<file path="config.mk">
export PLATFORM = sky130hd
export DESIGN_NAME = brcfg_regs
export DESIGN_NICKNAME = d
export VERILOG_FILES = /design/src/rtl/brcfg_pkg.sv /design/src/rtl/brcfg_store.sv /design/src/rtl/brcfg_event.sv /design/src/rtl/brcfg_view.sv /design/src/rtl/brcfg_regs.sv
export SDC_FILE = /design/constraint.sdc
export NUM_CORES = 1
export LEC_CHECK = 0
export BUFFER_PORTS_ARGS = -buffer_cell sky130_fd_sc_hd__buf_2
export CORE_MARGIN = 3
export CORE_UTILIZATION = 56
export DETAILED_ROUTE_END_ITERATION = 7
export PLACE_DENSITY = 0.87
export SLEW_MARGIN = 0
export SYNTH_ARGS = -nofsm -noshare
export SYNTH_HDL_FRONTEND = slang
export SYNTH_HIERARCHICAL = 1
export SYNTH_SLANG_ARGS = --single-unit
export TNS_END_PERCENT = 100
</file>
<file path="constraint.sdc">
create_clock -name clk -period 3.4 [get_ports clk]
set_input_delay 0.17 -clock clk [delete_from_list [all_inputs] [get_ports clk]]
set_output_delay 0.17 -clock clk [all_outputs]
set_load 0.02 [all_outputs]
</file>
<file path="src/rtl/brcfg_pkg.sv">
package brcfg_pkg;

    localparam int DATA_W  = 32;
    localparam int DWIX_W  = 6;
    localparam int LANES   = DATA_W / 8;

    localparam logic [DWIX_W-1:0] DW_CMDSTAT = 6'd1;
    localparam logic [DWIX_W-1:0] DW_CLASS   = 6'd2;
    localparam logic [DWIX_W-1:0] DW_HDR     = 6'd3;
    localparam logic [DWIX_W-1:0] DW_BUSNUM  = 6'd6;
    localparam logic [DWIX_W-1:0] DW_IOWIN   = 6'd7;
    localparam logic [DWIX_W-1:0] DW_MEMWIN  = 6'd8;
    localparam logic [DWIX_W-1:0] DW_PFWIN   = 6'd9;
    localparam logic [DWIX_W-1:0] DW_PFBUP   = 6'd10;
    localparam logic [DWIX_W-1:0] DW_PFLUP   = 6'd11;
    localparam logic [DWIX_W-1:0] DW_IOUP    = 6'd12;
    localparam logic [DWIX_W-1:0] DW_BCTL    = 6'd15;

    localparam logic [7:0] IO_SPAN_LO  = 8'h1C;
    localparam logic [7:0] IO_SPAN_HI  = 8'h1D;
    localparam logic [7:0] WIN_SPAN_LO = 8'h20;
    localparam logic [7:0] WIN_SPAN_HI = 8'h33;

    localparam int          BUSRST_BIT = 6;
    localparam logic [15:0] BCTL_WMASK = 16'h0FFF;
    localparam logic [15:0] STAT_CAPS  = 16'h00A0;
    localparam logic [23:0] CLASS_P2P  = 24'h060400;
    localparam logic [6:0]  HDR_TYPE1  = 7'h01;

    typedef struct packed {
        logic [7:0]  pri;
        logic [7:0]  sec;
        logic [7:0]  sub;
        logic [7:0]  lat;
        logic [3:0]  io_b;
        logic [3:0]  io_l;
        logic [11:0] mem_b;
        logic [11:0] mem_l;
        logic [11:0] pf_b;
        logic [11:0] pf_l;
        logic [31:0] pf_bu;
        logic [31:0] pf_lu;
        logic [15:0] io_bu;
        logic [15:0] io_lu;
        logic [15:0] bctl;
    } brregs_t;

    typedef struct packed {
        logic [31:0] io_base;
        logic [31:0] io_limit;
        logic [31:0] mem_base;
        logic [31:0] mem_limit;
        logic [63:0] pf_base;
        logic [63:0] pf_limit;
    } brwin_t;

    function automatic logic in_span(input logic [7:0] a,
                                     input logic [7:0] lo,
                                     input logic [7:0] hi);
        return (a >= lo) && (a <= hi);
    endfunction

    function automatic logic touches_window(input logic [DWIX_W-1:0] dw,
                                            input logic [LANES-1:0]  be);
        logic hit;
        logic [7:0] a;
        hit = 1'b0;
        for (int i = 0; i < LANES; i++) begin
            a = {dw, 2'b00} + 8'(i);
            if (be[i] && (in_span(a, IO_SPAN_LO, IO_SPAN_HI) ||
                          in_span(a, WIN_SPAN_LO, WIN_SPAN_HI)))
                hit = 1'b1;
        end
        return hit;
    endfunction

endpackage

</file>
<file path="src/rtl/brcfg_store.sv">
module brcfg_store
    import brcfg_pkg::*;
#(
    parameter bit IO32 = 1'b1,
    parameter bit PF64 = 1'b1
) (
    input  logic                clk,
    input  logic                rst,
    input  logic                park,
    input  logic                wr_go,
    input  logic [DWIX_W-1:0]   wr_dw,
    input  logic [LANES-1:0]    wr_be,
    input  logic [DATA_W-1:0]   wr_data,
    output brregs_t             regs
);

    always_ff @(posedge clk) begin
        if (rst) begin
            regs <= '0;
        end else if (park) begin
            regs.io_b  <= '1;
            regs.io_l  <= '0;
            regs.mem_b <= '1;
            regs.mem_l <= '0;
            regs.pf_b  <= '1;
            regs.pf_l  <= '0;
            regs.pf_bu <= '0;
            regs.pf_lu <= '0;
        end else if (wr_go) begin
            case (wr_dw)
                DW_BUSNUM: begin
                    if (wr_be[0]) regs.pri <= wr_data[7:0];
                    if (wr_be[1]) regs.sec <= wr_data[15:8];
                    if (wr_be[2]) regs.sub <= wr_data[23:16];
                    if (wr_be[3]) regs.lat <= wr_data[31:24];
                end
                DW_IOWIN: begin
                    if (wr_be[0]) regs.io_b <= wr_data[7:4];
                    if (wr_be[1]) regs.io_l <= wr_data[15:12];
                end
                DW_MEMWIN: begin
                    if (wr_be[0]) regs.mem_b[3:0]  <= wr_data[7:4];
                    if (wr_be[1]) regs.mem_b[11:4] <= wr_data[15:8];
                    if (wr_be[2]) regs.mem_l[3:0]  <= wr_data[23:20];
                    if (wr_be[3]) regs.mem_l[11:4] <= wr_data[31:24];
                end
                DW_PFWIN: begin
                    if (wr_be[0]) regs.pf_b[3:0]  <= wr_data[7:4];
                    if (wr_be[1]) regs.pf_b[11:4] <= wr_data[15:8];
                    if (wr_be[2]) regs.pf_l[3:0]  <= wr_data[23:20];
                    if (wr_be[3]) regs.pf_l[11:4] <= wr_data[31:24];
                end
                DW_PFBUP: begin
                    if (PF64) begin
                        for (int i = 0; i < LANES; i++)
                            if (wr_be[i]) regs.pf_bu[8*i +: 8] <= wr_data[8*i +: 8];
                    end
                end
                DW_PFLUP: begin
                    if (PF64) begin
                        for (int i = 0; i < LANES; i++)
                            if (wr_be[i]) regs.pf_lu[8*i +: 8] <= wr_data[8*i +: 8];
                    end
                end
                DW_IOUP: begin
                    if (IO32) begin
                        if (wr_be[0]) regs.io_bu[7:0]  <= wr_data[7:0];
                        if (wr_be[1]) regs.io_bu[15:8] <= wr_data[15:8];
                        if (wr_be[2]) regs.io_lu[7:0]  <= wr_data[23:16];
                        if (wr_be[3]) regs.io_lu[15:8] <= wr_data[31:24];
                    end
                end
                DW_BCTL: begin
                    if (wr_be[2]) regs.bctl[7:0]  <= wr_data[23:16] & BCTL_WMASK[7:0];
                    if (wr_be[3]) regs.bctl[15:8] <= wr_data[31:24] & BCTL_WMASK[15:8];
                end
                default: ;
            endcase
        end
    end

endmodule

</file>
<file path="src/rtl/brcfg_event.sv">
module brcfg_event
    import brcfg_pkg::*;
(
    input  logic              clk,
    input  logic              rst,
    input  logic              park,
    input  logic              wr_go,
    input  logic [DWIX_W-1:0] wr_dw,
    input  logic [LANES-1:0]  wr_be,
    input  logic              wr_rst_bit,
    input  logic              bus_rst_q,
    output logic              remap_pulse,
    output logic              sec_rst_pulse
);

    logic bctl_lane_hit;
    assign bctl_lane_hit = wr_go && (wr_dw == DW_BCTL) && wr_be[2];

    always_ff @(posedge clk) begin
        if (rst) begin
            remap_pulse   <= 1'b0;
            sec_rst_pulse <= 1'b0;
        end else begin
            remap_pulse   <= park || (wr_go && touches_window(wr_dw, wr_be));
            sec_rst_pulse <= bctl_lane_hit && wr_rst_bit && !bus_rst_q;
        end
    end

endmodule

</file>
<file path="src/rtl/brcfg_view.sv">
module brcfg_view
    import brcfg_pkg::*;
#(
    parameter bit IO32 = 1'b1,
    parameter bit PF64 = 1'b1
) (
    input  brregs_t            regs,
    input  logic               mf_bit,
    input  logic [DWIX_W-1:0]  rd_dw,
    output logic [DATA_W-1:0]  rd_data,
    output brwin_t             win
);

    localparam logic [3:0] IO_TYPE = IO32 ? 4'h1 : 4'h0;
    localparam logic [3:0] PF_TYPE = PF64 ? 4'h1 : 4'h0;

    logic [15:0] io_hi_b, io_hi_l;
    logic [31:0] pf_hi_b, pf_hi_l;

    generate
        if (IO32) begin : g_io32
            assign io_hi_b = regs.io_bu;
            assign io_hi_l = regs.io_lu;
        end else begin : g_io16
            assign io_hi_b = '0;
            assign io_hi_l = '0;
        end
        if (PF64) begin : g_pf64
            assign pf_hi_b = regs.pf_bu;
            assign pf_hi_l = regs.pf_lu;
        end else begin : g_pf32
            assign pf_hi_b = '0;
            assign pf_hi_l = '0;
        end
    endgenerate

    always_comb begin
        win.io_base   = {io_hi_b, regs.io_b, 12'h000};
        win.io_limit  = {io_hi_l, regs.io_l, 12'hFFF};
        win.mem_base  = {regs.mem_b, 20'h00000};
        win.mem_limit = {regs.mem_l, 20'hFFFFF};
        win.pf_base   = {pf_hi_b, regs.pf_b, 20'h00000};
        win.pf_limit  = {pf_hi_l, regs.pf_l, 20'hFFFFF};
    end

    always_comb begin
        case (rd_dw)
            DW_CMDSTAT: rd_data = {STAT_CAPS, 16'h0000};
            DW_CLASS:   rd_data = {CLASS_P2P, 8'h00};
            DW_HDR:     rd_data = {8'h00, mf_bit, HDR_TYPE1, 16'h0000};
            DW_BUSNUM:  rd_data = {regs.lat, regs.sub, regs.sec, regs.pri};
            DW_IOWIN:   rd_data = {STAT_CAPS, regs.io_l, IO_TYPE, regs.io_b, IO_TYPE};
            DW_MEMWIN:  rd_data = {regs.mem_l, 4'h0, regs.mem_b, 4'h0};
            DW_PFWIN:   rd_data = {regs.pf_l, PF_TYPE, regs.pf_b, PF_TYPE};
            DW_PFBUP:   rd_data = pf_hi_b;
            DW_PFLUP:   rd_data = pf_hi_l;
            DW_IOUP:    rd_data = {io_hi_l, io_hi_b};
            DW_BCTL:    rd_data = {regs.bctl, 16'h0000};
            default:    rd_data = '0;
        endcase
    end

endmodule

</file>
<file path="src/rtl/brcfg_regs.sv">
module brcfg_regs
    import brcfg_pkg::*;
#(
    parameter bit IO32 = 1'b1,
    parameter bit PF64 = 1'b1
) (
    input  logic        clk,
    input  logic        rst,
    input  logic        wr_en,
    input  logic [5:0]  wr_dw,
    input  logic [3:0]  wr_be,
    input  logic [31:0] wr_data,
    input  logic        park,
    input  logic        mf_bit,
    input  logic [5:0]  rd_dw,
    output logic [31:0] rd_data,
    output logic        remap_pulse,
    output logic        sec_rst_pulse,
    output logic [7:0]  sec_bus,
    output logic [7:0]  sub_bus,
    output logic [31:0] io_base,
    output logic [31:0] io_limit,
    output logic [31:0] mem_base,
    output logic [31:0] mem_limit,
    output logic [63:0] pf_base,
    output logic [63:0] pf_limit
);

    brregs_t regs_q;
    brwin_t  win;
    logic    wr_go;
    logic    bus_rst_q;

    assign wr_go     = wr_en && !park;
    assign bus_rst_q = regs_q.bctl[BUSRST_BIT];

    brcfg_store #(.IO32(IO32), .PF64(PF64)) u_store (
        .clk     (clk),
        .rst     (rst),
        .park    (park),
        .wr_go   (wr_go),
        .wr_dw   (wr_dw),
        .wr_be   (wr_be),
        .wr_data (wr_data),
        .regs    (regs_q)
    );

    brcfg_event u_event (
        .clk           (clk),
        .rst           (rst),
        .park          (park),
        .wr_go         (wr_go),
        .wr_dw         (wr_dw),
        .wr_be         (wr_be),
        .wr_rst_bit    (wr_data[16+BUSRST_BIT]),
        .bus_rst_q     (bus_rst_q),
        .remap_pulse   (remap_pulse),
        .sec_rst_pulse (sec_rst_pulse)
    );

    brcfg_view #(.IO32(IO32), .PF64(PF64)) u_view (
        .regs    (regs_q),
        .mf_bit  (mf_bit),
        .rd_dw   (rd_dw),
        .rd_data (rd_data),
        .win     (win)
    );

    assign sec_bus   = regs_q.sec;
    assign sub_bus   = regs_q.sub;
    assign io_base   = win.io_base;
    assign io_limit  = win.io_limit;
    assign mem_base  = win.mem_base;
    assign mem_limit = win.mem_limit;
    assign pf_base   = win.pf_base;
    assign pf_limit  = win.pf_limit;

endmodule

</file>
---- Yosys cells after proc, flatten, opt, wreduce, memory -nomap -nowiden ----
Index checks and enable logic that the tools add are counted.
storage, ports and cells
  input bits .............................. 53
  RAM bits ................................ 0
  memory bits (read-only) ................. 0
  latch bits .............................. 0
  memories kept ........................... 0
  flip-flop bits (word level) ............. 198
operators by class
  equality and inequality tests ........... 19
  add/subtract/negate cells ............... 3
  reductions and logical operators ........ 60
  shift operators ......................... 0
  bitwise logic cells ..................... 1
  multiplexer cells ....................... 36
  $lt $le $gt $ge ......................... 16
  $mul .................................... 0
  divide/modulo/power cells ............... 0
operators by type and width
  operator                                                                          number
  32-bit one-hot mux with 11 select lines                                           1
  168-bit two-way mux                                                               1
  8-bit two-way mux                                                                 17
  120-bit two-way mux                                                               1
  32-bit two-way mux                                                                3
  6-bit by 4-bit equality test with 1-bit output, second input constant             12
  3-bit AND reduction                                                               18
  24-bit two-way mux                                                                2
  4-bit AND reduction                                                               10
  8-bit by 5-bit >= comparator with 1-bit output, second input constant             4
  8-bit by 6-bit >= comparator with 1-bit output, second input constant             4
  8-bit by 5-bit less-or-equal comparator with 1-bit output, second input constant  4
  8-bit by 6-bit less-or-equal comparator with 1-bit output, second input constant  4
  6-bit by 3-bit equality test with 1-bit output, second input constant             4
  4-bit two-way mux                                                                 5
  1-bit logical AND                                                                 18
  8-bit by 2-bit adder with 8-bit output, second input constant                     2
  6-bit by 2-bit equality test with 1-bit output, second input constant             2
  12-bit two-way mux                                                                1
  2-bit nonzero test                                                                6
  8-bit by 1-bit adder with 8-bit output, second input constant                     1
  6-bit by 1-bit equality test with 1-bit output, second input constant             1
  1-bit logical OR                                                                  5
  1-bit two-way mux                                                                 5
  other kinds (3)                                                                   4

---- Depth between registers and ports, before layout ----
Gate-level depths: netlist (run 1).
  depth after elaboration ................. 11
  gate-level depth with buffers ........... 8
  gate-level depth less buffers ........... 4

---- Modules after synthesis ----
Netlist (run 1), hierarchy kept.
by module, submodules not included
  module       seq. area each (um^2)  instances  cells an instance  area each (um^2)
  brcfg_store  3923.8                 1          792                7696.1
  brcfg_view   0.0                    1          467                3530.9
  brcfg_event  40.0                   1          17                 132.6
  brcfg_regs   0.0                    1          1                  13.8

---- Least setup slack after synthesis (run 1) ----
No wires, ideal clock.
  kind .................................... input to output
  from .................................... input rd_dw[0]
  to ...................................... output rd_data[25]
  cell stages on the path ................. 4
  required time ........................... 3.230 ns
  path buffers ............................ 3
  arrival time ............................ 1.574 ns
  setup slack ............................. 1.656 ns
  cell sequence ........................... buf_2 buf_2 clkbuf_1 o41ai_1
between the ends
  cells in the longest elaborated chain, start to end .. 2
ends and longest elaborated chain
  element                                                                       line              text
  start: declaration                                                            brcfg_regs.sv:15  input logic [5:0] rd_dw,
  6-bit by 4-bit equality test with 1-bit output, or another cell as far along  brcfg_view.sv:47  case (rd_dw)
  32-bit one-hot mux with 11 select lines (*)                                   brcfg_view.sv:47
  end: declaration                                                              brcfg_regs.sv:16  output logic [31:0] rd_data,
Mark *: on every way between the ends. The rest lies on a longest branch, timed or not.

---- Worst setup path after layout (run 1) ----
  from .................................... input rd_dw[1]
  to ...................................... output rd_data[0]
Same word-level chain as after synthesis.

==> run summary, run 1 <==
Netlist Area Pre-Place = 11400 um2
Max Cap Violations = 0
critical path's slowest cell = buf_2
Clock Latency Late Sink = 0.42 ns
Layout Cells excl Fill = 1613
CP startpoint kind = primary input
WL/cell = 20.1 um
Pleak = 5.86 nW
DR pass1 iterations = 5
WHS = 0.0273 ns
endpoints failing setup = 0
Endpoint, Worst Hold = u_store/regs[97]
post-synthesis simple-gate area fraction = 17.2%
EDFF count, synth = 0
H-tree levels = 4
fill cell count = 1774
WP data required = 3.23 ns
power consumption = 5.03 mW
sequential area share after synthesis = 34.9%
met2 Use GR = 46.9%
placed cell count = 1580
Reg2Reg Depth = 3
Data arrival, critical path = 2.21 ns
Max IR drop VDD = 287 uV
Synth cell types = 66
#FFs+latches synth = 198
share of cells above drive strength 1 = 25.2%
# IOs = 359
Final nets = 1387
Total Wirelength = 32.4 mm
worst flop-to-flop path startpoint = u_store/regs[6]
Final Hold Vio Count = 0
Syn-to-layout area delta = 4.14%
power per standard cell area = 425 nW/um2
initial antenna violation count = 2
post-synthesis mux area share = 18.4%
gpl congestion = 0.862
gr busiest metal = met2
largest family of logic cells by synthesized area = buffers and inverters
Layout Utilization = 60.1%
commonest non-fill, non-tap cells in the layout = nand2_1 (266), buf_2 (254), dfxtp_1 (198), mux2i_1 (176), conb_1 (108)
CTS buffer count = 17
CTS tree = yes
worst setup margin = 1.02 ns
die height = 149 um
via count = 9143
async set-reset flop share out of synthesis = 0%
met3 Track Usage GR = 4.45%
Synth Area in Compound Gates = 8.80%
grt total ovfl = 0
fin area = 11800 um2
Die X = 149 um
CP endpoint kind = primary output
area of the core = 19700 um2
period utilization = 70.0%
Post-route DRC = 0
post-CTS setup buffer count = 0
RSZ-0062 raised after global routing = no
most frequent CP cell = buf_2
commonest non-fill, non-tap cell in the layout = nand2_1
status = finished, final reports clean
# port buffers = 254
Post-CTS Resized = 0
Starting Density = 57.7%
CP cell instances = buf_2 -> nand2b_1 -> nor2_4 -> buf_4 -> a22o_1 -> or4_1 -> buf_2
clock sinks = 198
largest net degree at the start of global routing = 121
CP Max Fanout = 25
dpl hpwl = 23.4 mm
Min-Delay Path Class = in -> reg
Ys Warns = 6
gr usage total = 28.1%
M1 GR Usage = 37.5%
clock tree buffer depth = 2
kind of critical path = in -> out
pre-CTS setup slack = 1.05 ns
worst hold path startpoint = wr_data[17]
Post-Synth XOR/XNOR Area = 0.0770%
reg-to-reg endpoint = u_event/sec_rst_pulse
Slew Limit Fails = 0
maximum clock frequency = 420 MHz
Vias per Instance = 5.67
row cnt = 51
CTS Root Cell = clkbuf_16
placed cell area = 11200 um2
WHS Path Cells = 3
ANT nets after route = 0
Syn Area/Cell = 8.91 um2
initial drt markers = 730
adder-cell share of the synthesized area = 0%
Rel. slew slack = 26.1%
clock skew = 0.00527 ns
minimum clock period = 2.38 ns
die footprint = 22100 um2
FF-to-FF setup slack = 2.51 ns
setup_tns = 0 ns
CP max stage delay = 0.54 ns
Post-Syn Instances = 1277
global-route wire length before repair = 48.8 mm
cts hold-fix bufs = 0
Clock transition at path regs = 0.07 ns
worst-margin pin slew = 1.09 ns
Primary FF master, synth = dfxtp_1
number of global-route vias before repair = 8597
[layout make-up]
| cell class | count | area, um2 | share of cell area [%] |
|---|---|---|---|
| Antenna cell | 1 | 2.50 | 0.0211 |
| Clock inverter | 12 | 164 | 1.38 |
| Clock buffer | 20 | 467 | 3.94 |
| Timing Repair Buffer | 272 | 1420 | 12.0 |
| Inverter | 2 | 10.0 | 0.0845 |
| Multi-Input combinational cell | 843 | 5490 | 46.3 |
| Sequential cell | 198 | 3960 | 33.5 |
| Tap cell | 265 | 332 | 2.80 |
[worst max-delay path by stage]
stage              from           to  slack, ns  cells after the start
2_1_floorplan  rd_dw[0]  rd_data[25]       1.66                      4
3_3_place_gp   rd_dw[5]  rd_data[27]       1.03                      6
3_5_place_dp   rd_dw[5]  rd_data[27]       1.05                      6
4_1_cts        rd_dw[1]   rd_data[0]       1.06                      7
5_1_grt        rd_dw[3]  rd_data[28]       0.97                      6
6_report       rd_dw[1]   rd_data[0]       1.02                      7
[where the power goes]
group	total, mW	switching [mW]	internal (mW)
Combinational	0.495	0.370	0.125
Clock	2.17	0.935	1.23
Sequential	2.37	0.0252	2.34
Total	5.03	1.33	3.70
[synthesized netlist by cell type (7+ instances only)]
library cell  number  area share, %
o21ai_0            9           0.40
a22o_1             7           0.54
clkbuf_1          44            1.5
nand4_1            9           0.50
dfxtp_1          198             35
mux4_2            14            2.8
a211oi_1          10           0.66
nand2_1          266            8.8
and3_1             9           0.50
nor2b_1            8           0.44
and2_1             8           0.44
mux2i_1          176             15
nand3_1           37            1.6
a22oi_1           36            2.4
nor2_1            28           0.92
a21oi_1           15           0.66
buf_2             22           0.97
o311a_1           24            2.1
buf_4            264             17
[worst max-delay path, delay by kind of cell]
family | cells | cell delay [ns]
AOI/OAI and AO/OA | 1 | 0.16
buffers and inverters | 3 | 1.02
and+or+nand+nor | 3 | 0.84
[sequential cells by signal, indices dropped and copies added, names as in the netlist]
register / cells
u_event/remap_pulse: 1
u_store/regs: 196
u_event/sec_rst_pulse: 1
[per-layer routing]
metal | share of wire (%) | vias up | wire length (um)
met5 | 0.040 | - | 13
met4 | 2.0 | 2 | 642
li1 | - | 4203 | -
met3 | 9.0 | 56 | 2910
met2 | 48 | 528 | 15600
met1 | 41 | 4354 | 13300
[logic make-up (layout without fill, tap and decap cells)]
| family | count (synthesis) | count (layout) |
|---|---|---|
| flops | 198 | 198 |
| compound gates | 128 | 128 |
| simple gates | 415 | 415 |
| xor+xnor | 1 | 1 |
| other cells | 3 | 109 |
| mux | 191 | 191 |
| buf+inv | 341 | 306 |
Power figures use the tool's default switching activity.
==> run 2, diff against run 1 <==
--- a/config.mk
+++ b/config.mk
@@ -7,9 +7,9 @@
 export LEC_CHECK = 0
 export BUFFER_PORTS_ARGS = -buffer_cell sky130_fd_sc_hd__buf_2
 export CORE_MARGIN = 3
-export CORE_UTILIZATION = 56
+export CORE_UTILIZATION = 47
 export DETAILED_ROUTE_END_ITERATION = 7
-export PLACE_DENSITY = 0.87
+export PLACE_DENSITY = 0.77
 export SLEW_MARGIN = 0
 export SYNTH_ARGS = -nofsm -noshare
 export SYNTH_HDL_FRONTEND = slang
==> constraint.sdc (replaced) <==
create_clock -name clk -period 2.05 [get_ports clk]
set_input_delay 0.1025 -clock clk [delete_from_list [all_inputs] [get_ports clk]]
set_output_delay 0.1025 -clock clk [all_outputs]
set_load 0.02 [all_outputs]
==> run summary, run 2 (synthesized netlist as in run 1, its figures left out) <==
status = finished, final reports clean
critical path's slowest cell = dfxtp_1
post-CTS setup buffer count = 0
Reg2Reg Depth = 3
Final Hold Vio Count = 0
worst-margin pin slew = 0.534 ns
initial drt markers = 724
sw power = 2.33 mW
CP startpoint = u_store/regs[73]
ANT nets after route = 0
Comb power frac = 11.0%
number of global-route vias before repair = 8778
cts hold-fix bufs = 28
Final nets = 1457
clock skew = 0.00889 ns
commonest non-fill, non-tap cells in the layout = nand2_1 (266), buf_2 (254), dfxtp_1 (198), mux2i_1 (176), conb_1 (108)
CP endpoint kind = primary output
Slew Limit Fails = 0
H-tree levels = 4
power per standard cell area = 658 nW/um2
CTS buffer count = 17
Total Wirelength = 34.1 mm
CP startpoint kind = flip-flop
initial antenna violation count = 2
placed cell count = 1676
CP delay by family, top = compound AO/OA/AOI/OAI gates
power consumption = 8.27 mW
clock network power share = 41.6%
Clock transition at path regs = 0.08 ns
period utilization = 93.2%
row cnt = 56
worst flop-to-flop path startpoint = u_store/regs[6]
Die X = 162 um
CP max stage delay = 0.33 ns
die footprint = 26100 um2
endpoints failing setup = 0
clock sinks = 198
setup_tns = 0 ns
grt total ovfl = 0
# port buffers = 254
Starting Density = 48.2%
largest net degree at the start of global routing = 94
pre-CTS setup slack = 0.0935 ns
Top Registers = u_store/regs: 196 flops, u_event/remap_pulse: 1 flops, u_event/sec_rst_pulse: 1 flops
Layout Utilization = 53.2%
gr usage total = 24.9%
Layout Cells excl Fill = 1736
sw frac = 28.2%
clock tree buffer depth = 2
Largest Register = u_store/regs
Max IR drop VDD = 430 uV
cell-internal power = 5.94 mW
gpl congestion = 0.894
placed cell area = 11700 um2
CTS Root Cell = clkbuf_16
antenna cells = 0
WL/cell = 19.6 um
CP Max Fanout = 3
fin area = 12600 um2
die height = 162 um
Min-Delay Path Class = in -> reg
DR pass1 iterations = 7
Post-route DRC = 0
Max Cap Violations = 0
CTS tree = yes
reg-to-reg endpoint = u_event/sec_rst_pulse
Syn-to-layout area delta = 10.5%
Post-CTS Resized = 0
CP cell instances = mux2i_1 -> a211oi_1 -> a221oi_1 -> o41ai_1 -> buf_4 -> buf_2
number of flip-flops in the largest register = 196
dpl hpwl = 25.1 mm
via count = 9328
CP bufs+invs = 2
share of cells above drive strength 1 = 26.9%
worst setup margin = 0.139 ns
# IOs = 359
WP data required = 1.95 ns
Clock Latency Late Sink = 0.43 ns
worst hold path startpoint = wr_data[22]
commonest non-fill, non-tap cell in the layout = nand2_1
Vias per Instance = 5.37
Pleak = 6.20 nW
Endpoint, Worst Hold = u_store/regs[182]
Rel. slew slack = 64.3%
minimum clock period = 1.91 ns
RSZ-0062 raised after global routing = no
global-route wire length before repair = 50.9 mm
FF-to-FF setup slack = 0.90 ns
kind of critical path = reg -> out
WHS = 0.0229 ns
Data arrival, critical path = 1.81 ns
maximum clock frequency = 523 MHz
area of the core = 23600 um2
sequential power share = 47.4%
WHS Path Cells = 3
[run 2: cell count changes in the layout (fill, tap and decap cells not counted), sizes merged]
cell / change
inv: +4
clkbuf: -2
clkinvlp: -2
buf: +42
clkinv: +2
diode: -1
dlygate4sd3: +28
bufinv: -2
[run 2: cell type report]
cell class | count | area [um2]
Clock buffer | 18 | 439
Clock inverter | 14 | 159
Fill cell | 2188 | 11000
Inverter | 2 | 10.0
Multi-Input combinational cell | 843 | 5490
Sequential cell | 198 | 3960
Tap cell | 319 | 399
Timing Repair Buffer | 342 | 2110
[run 2: worst max path at each step]
stage | slack (ns) | end | cells past startpoint
5_1_grt | 0.01 | rd_data[25] | 6
4_1_cts | 0.09 | rd_data[25] | 6
6_report | 0.14 | rd_data[25] | 6
2_1_floorplan | 0.44 | rd_data[25] | 4
3_5_place_dp | 0.09 | u_store/regs[80] | 5
3_3_place_gp | 0.14 | u_store/regs[82] | 5
[run 2: worst register-to-register path, cell delays in order, from the launching register on]
cell	delay (ns)
dfxtp_1	0.35
nor2_1	0.11
nand4_1	0.17
nor3_1	0.41
[run 2: per-layer routing]
layer  part of all wire [%]  GRT usage (%)  routed length (um)
met2                     47           40.8               16000
met1                     43           32.8               14500
met4                    2.9           8.72                 979
met3                    7.6           5.03                2590
met5                  0.038              0                  13
[run 2: power groups by stage]
stage	Sequential, mW	Combinational (mW)	Clock (mW)
after global placement	4.01	0.841	0
after floorplan	4.00	0.779	0
final	3.92	0.911	3.44
after global routing	3.93	0.969	3.66
after CTS	3.92	0.897	3.49
after detailed placement	4.01	0.853	0
